<file path="config.mk">
export PLATFORM = sky130hd
export DESIGN_NAME = hazard_ctrl
export DESIGN_NICKNAME = d
export VERILOG_FILES = /design/src/rtl/hz_pkg.sv /design/src/rtl/hz_src_decode.sv /design/src/rtl/hz_fwd_select.sv /design/src/rtl/hz_stall_detect.sv /design/src/rtl/hz_late_bypass.sv /design/src/rtl/hazard_ctrl.sv
export SDC_FILE = /design/constraint.sdc
export NUM_CORES = 1
export LEC_CHECK = 0
export ABC_AREA = 0
export BUFFER_PORTS_ARGS = -buffer_cell sky130_fd_sc_hd__buf_2
export CELL_PAD_IN_SITES_DETAIL_PLACEMENT = 1
export CELL_PAD_IN_SITES_GLOBAL_PLACEMENT = 1
export CORE_MARGIN = 8
export CORE_UTILIZATION = 21
export DETAILED_ROUTE_END_ITERATION = 8
export PLACE_DENSITY = 0.87
export SYNTH_ARGS = -nofsm -noshare
export SYNTH_HDL_FRONTEND = slang
export SYNTH_SLANG_ARGS = --single-unit
</file>
<file path="constraint.sdc">
create_clock -name vclk -period 1.4
set_input_delay 0 -clock vclk [all_inputs]
set_output_delay 0 -clock vclk [all_outputs]
set_load 0.02 [all_outputs]
</file>
<file path="src/rtl/hz_pkg.sv">
package hz_pkg;

    localparam int INSTR_W     = 32;
    localparam int REG_W       = 5;
    localparam int SRC_A_LSB   = 21;
    localparam int SRC_B_LSB   = 16;
    localparam int DST_RR_LSB  = 11;
    localparam int NUM_ALU_OPS = 2;

    typedef logic [REG_W-1:0]   reg_idx_t;
    typedef logic [INSTR_W-1:0] instr_t;

    typedef enum logic [2:0] {
        K_NONE   = 3'd0,
        K_RR     = 3'd1,
        K_RI     = 3'd2,
        K_LOAD   = 3'd3,
        K_STORE  = 3'd4,
        K_BRANCH = 3'd5
    } op_kind_e;

    typedef enum logic [1:0] {
        FWD_RF  = 2'd0,
        FWD_MEM = 2'd1,
        FWD_WB  = 2'd2
    } fwd_sel_e;

    // A later pipeline register seen as a possible result source
    typedef struct packed {
        reg_idx_t dst;
        logic     wen;
        logic     is_load;
    } producer_t;

    // What the decode instruction reads and writes
    typedef struct packed {
        reg_idx_t src_a;
        reg_idx_t src_b;
        logic     use_a;
        logic     alu_b;
        logic     data_b;
        reg_idx_t dst;
        logic     wen;
    } dec_info_t;

    function automatic reg_idx_t field_at(instr_t w, int lsb);
        return w[lsb +: REG_W];
    endfunction

    // Producer writes src, and src is not the hard-wired zero register
    function automatic logic hits(reg_idx_t src, producer_t p);
        return p.wen && (p.dst != '0) && (p.dst == src);
    endfunction

endpackage

</file>
<file path="src/rtl/hz_src_decode.sv">
module hz_src_decode
    import hz_pkg::*;
(
    input  instr_t    instr_i,
    input  logic [2:0] kind_i,
    output dec_info_t info_o
);

    op_kind_e kind;
    assign kind = op_kind_e'(kind_i);

    always_comb begin
        info_o        = '0;
        info_o.src_a  = field_at(instr_i, SRC_A_LSB);
        info_o.src_b  = field_at(instr_i, SRC_B_LSB);
        case (kind)
            K_RR: begin
                info_o.use_a = 1'b1;
                info_o.alu_b = 1'b1;
                info_o.dst   = field_at(instr_i, DST_RR_LSB);
                info_o.wen   = 1'b1;
            end
            K_RI, K_LOAD: begin
                info_o.use_a = 1'b1;
                info_o.dst   = field_at(instr_i, SRC_B_LSB);
                info_o.wen   = 1'b1;
            end
            K_STORE: begin
                info_o.use_a  = 1'b1;
                info_o.data_b = 1'b1;
            end
            K_BRANCH: begin
                info_o.use_a = 1'b1;
                info_o.alu_b = 1'b1;
            end
            default: begin
                info_o.use_a = 1'b0;
            end
        endcase
    end

endmodule

</file>
<file path="src/rtl/hz_fwd_select.sv">
module hz_fwd_select
    import hz_pkg::*;
(
    input  reg_idx_t  src_i,
    input  producer_t mem_i,
    input  producer_t wb_i,
    output fwd_sel_e  sel_o
);

    // EX/MEM of a load carries an address, so it is not a result source
    logic mem_hit;
    logic wb_hit;

    assign mem_hit = hits(src_i, mem_i) && !mem_i.is_load;
    assign wb_hit  = hits(src_i, wb_i);

    always_comb begin
        if (mem_hit)
            sel_o = FWD_MEM;
        else if (wb_hit)
            sel_o = FWD_WB;
        else
            sel_o = FWD_RF;
    end

endmodule

</file>
<file path="src/rtl/hz_stall_detect.sv">
module hz_stall_detect
    import hz_pkg::*;
(
    input  dec_info_t dec_i,
    input  producer_t ex_i,
    output logic      stall_o
);

    logic need_a;
    logic need_b;

    assign need_a  = dec_i.use_a && hits(dec_i.src_a, ex_i);
    assign need_b  = dec_i.alu_b && hits(dec_i.src_b, ex_i);
    assign stall_o = ex_i.is_load && (need_a || need_b);

endmodule

</file>
<file path="src/rtl/hz_late_bypass.sv">
module hz_late_bypass
    import hz_pkg::*;
(
    input  dec_info_t dec_i,
    input  logic      mem_store_i,
    input  reg_idx_t  mem_store_src_i,
    input  producer_t wb_i,
    output logic      dec_byp_a_o,
    output logic      dec_byp_b_o,
    output logic      store_fwd_o
);

    assign dec_byp_a_o = dec_i.use_a && hits(dec_i.src_a, wb_i);
    assign dec_byp_b_o = (dec_i.alu_b || dec_i.data_b) && hits(dec_i.src_b, wb_i);
    assign store_fwd_o = mem_store_i && wb_i.is_load && hits(mem_store_src_i, wb_i);

endmodule

</file>
<file path="src/rtl/hazard_ctrl.sv">
module hazard_ctrl
    import hz_pkg::*;
(
    input  logic [31:0] dec_instr,
    input  logic [2:0]  dec_kind,
    input  logic [4:0]  ex_src_a,
    input  logic [4:0]  ex_src_b,
    input  logic [4:0]  ex_dst,
    input  logic        ex_wen,
    input  logic        ex_load,
    input  logic [4:0]  mem_dst,
    input  logic        mem_wen,
    input  logic        mem_load,
    input  logic        mem_store,
    input  logic [4:0]  mem_store_src,
    input  logic [4:0]  wb_dst,
    input  logic        wb_wen,
    input  logic        wb_load,
    output logic [1:0]  fwd_a_sel,
    output logic [1:0]  fwd_b_sel,
    output logic        store_data_fwd,
    output logic        dec_rf_byp_a,
    output logic        dec_rf_byp_b,
    output logic [4:0]  dec_dst,
    output logic        dec_wen,
    output logic        hold_fetch,
    output logic        insert_bubble
);

    dec_info_t dec_info;
    producer_t p_ex;
    producer_t p_mem;
    producer_t p_wb;
    logic      stall;
    reg_idx_t  ex_src [NUM_ALU_OPS];
    fwd_sel_e  op_sel [NUM_ALU_OPS];

    assign p_ex  = '{dst: ex_dst,  wen: ex_wen,  is_load: ex_load};
    assign p_mem = '{dst: mem_dst, wen: mem_wen, is_load: mem_load};
    assign p_wb  = '{dst: wb_dst,  wen: wb_wen,  is_load: wb_load};

    assign ex_src[0] = ex_src_a;
    assign ex_src[1] = ex_src_b;

    hz_src_decode u_decode (
        .instr_i (dec_instr),
        .kind_i  (dec_kind),
        .info_o  (dec_info)
    );

    for (genvar g = 0; g < NUM_ALU_OPS; g++) begin : g_operand
        hz_fwd_select u_sel (
            .src_i (ex_src[g]),
            .mem_i (p_mem),
            .wb_i  (p_wb),
            .sel_o (op_sel[g])
        );
    end

    hz_stall_detect u_stall (
        .dec_i   (dec_info),
        .ex_i    (p_ex),
        .stall_o (stall)
    );

    hz_late_bypass u_late (
        .dec_i           (dec_info),
        .mem_store_i     (mem_store),
        .mem_store_src_i (mem_store_src),
        .wb_i            (p_wb),
        .dec_byp_a_o     (dec_rf_byp_a),
        .dec_byp_b_o     (dec_rf_byp_b),
        .store_fwd_o     (store_data_fwd)
    );

    assign fwd_a_sel     = op_sel[0];
    assign fwd_b_sel     = op_sel[1];
    assign dec_dst       = dec_info.dst;
    assign dec_wen       = dec_info.wen;
    assign hold_fetch    = stall;
    assign insert_bubble = stall;

endmodule

</file>
==> results.md <==
- Hold_sp: wb_load
- Syn Area/Cell: 7.34 um2
- Pre-CTS WS: 0.0556 ns
- Setup ws final: 0.0659 ns
- Crit end category: output port
- Vias in the first global route: 1028
- Post-DR vias/cell: 4.47
- Most frequent cells in the layout: buf_2, xor2_1, xnor2_1
- PwrDens: 297 mW/mm2
- Critical Path AT: 1.33 ns
- Routed Antenna Nets: 0
- Starting DRT DRC Count: 13
- Die area: 0.00565 mm2
- Cells after synthesis: 100
- Final setup viols: 0
- Post-CTS setup repair buffer count: 0
- Slew Viols, Final: 0
- Nets: 242
- Status: completed
- Post-Route WL: 3150 um
- Site row count: 21
- Diode count: 0
- Die Ht: 75.1 um
- Initial Util: 22.0%
- Design area: 0.00114 mm2
- Dpl cell area: 0.00114 mm2
- Synthesized Nets: 172
- LEAKAGE: 0.534 nW
- Final Wtd Congestion: 0.829
- Placed wire-length estimate: 2920 um
- Count of different cell masters after synthesis: 18
- Maximum VDD drop: 0.000107 V
- Vias: 957
- Crit path from: mem_dst[3]
- Synth-to-layout area growth: 55.2%
- Worst Tran Pin Value: 0.416 ns
- Setup crit end: fwd_a_sel[1]
- Max frequency: 750 MHz
- Crit Path Class: input pin to output port
- First-pass GRT wire length: 4660 um
- Final Hold Vio Count: 0
- Part of the cycle the worst path needs: 95.3%
- Register Area: 0 um2
- Startpoint Class: input pin
- Sequential-to-total area share from yosys stat: 0%
- Core Area: 0.00334 mm2
- Util after Layout: 34.2%
- Remaining Overflow, GRT: 0
- Commonest non-fill, non-tap cell in the layout: buf_2
- Crit path required time: 1.40 ns
- Largest net degree at the start of global routing: 11
- Syn Std Cell Area: 734 um2
- Antenna violations before repair: 0
- Routed WL per cell: 14.7 um
- Share of cells above drive strength 1: 48.8%
- Port Buf Inserts: 70
- Min Tclk post-route: 1.33 ns
- RSZ-0062 raised after global routing: yes
- Yosys warning count: 0
- Hold Path Class: input pin to output port
- TritonRoute pass-1 iters: 2
- Ports: 87
- Relative slew margins: 72.0%
- Gr usage total: 10.3%
- Die extent in x: 75.1 um
- Drc violations: 0
- Worst Path Max Fanout: 3
- MaxCap Viol Count: 0
- Clock buffer count: 0
- Num sequential: 0
## metal layers
layer  up-vias  part of all wire [%]  global-route usage (%)  wire length (um)
met5         -                     0                       0                 0
li1        482                     -                       -                 -
met2        33                    53                    19.9              1660
met3         0                   8.4                    2.80               264
met1       442                    39                    11.4              1230
met4         0                     0                       0                 0
## cell type report
cell class,instances,area (um2)
Fill cell,476,2200
Multi-Input combinational cell,90,669
Timing Repair Buffer,78,413
Tap cell,46,57.6
## timing repair
action                     CTS  global route
hold buffers                 0             0
setup endpoints to repair    0             1
gates resized for setup      0             1
## worst min-delay path by stage
stage | endpoint | slack, ns | cells after the start
final | store_data_fwd | 0.33 | 4
after detailed placement | store_data_fwd | 0.34 | 4
after global routing | store_data_fwd | 0.36 | 4
after global placement | store_data_fwd | 0.34 | 4
after CTS | store_data_fwd | 0.34 | 4
after floorplan | store_data_fwd | 0.14 | 2
## where the power goes
part           leakage (nW)  switching, W  internal [W]  total [W]
Sequential                0             0             0          0
Combinational         0.534      0.000169      0.000169   0.000338
Clock                     0             0             0          0
## kinds of logic (layout without fill, tap and decap cells)
logic type / Yosys count / in the layout / share of synthesized area (%)
buf+inv: 10 / 78 / 8.86
compound gates: 11 / 11 / 10.6
simple gates: 34 / 34 / 26.9
xor+xnor: 45 / 45 / 53.7
## cells in the mapped netlist
cell type / instances / area (um2)
a21oi_1: 2 / 10.0
a22oi_1: 5 / 37.5
buf_2: 1 / 5.00
buf_4: 7 / 52.6
clkbuf_1: 2 / 7.51
nand3_1: 7 / 35.0
nand4_1: 2 / 12.5
nor2_1: 8 / 30.0
nor2b_1: 2 / 12.5
nor3_1: 4 / 20.0
nor4_1: 4 / 25.0
nor4_2: 2 / 25.0
o211ai_1: 1 / 7.51
o21ai_0: 1 / 5.00
o21ai_2: 2 / 17.5
or4_1: 5 / 37.5
xnor2_1: 22 / 193
xor2_1: 23 / 201
## per-stage QoR
step / TNS (ns) / std cells / total power [W] / hold slack (ns)
after CTS: 0 / 214 / 0.000344 / 0.343
after detailed placement: 0 / 214 / 0.000343 / 0.343
after global routing: -0.00188 / 214 / 0.000371 / 0.359
final: 0 / 214 / 0.000338 / 0.335
after global placement: 0 / 214 / 0.000333 / 0.341
after floorplan: 0 / 100 / 0.000185 / 0.139
## worst max-delay path, stage by stage
cell	delay, ns
buf_2	0.12
or4_1	0.52
o21ai_2	0.15
nor4_1	0.10
nor4_2	0.25
buf_2	0.20
(Power assumes the default switching activity.)
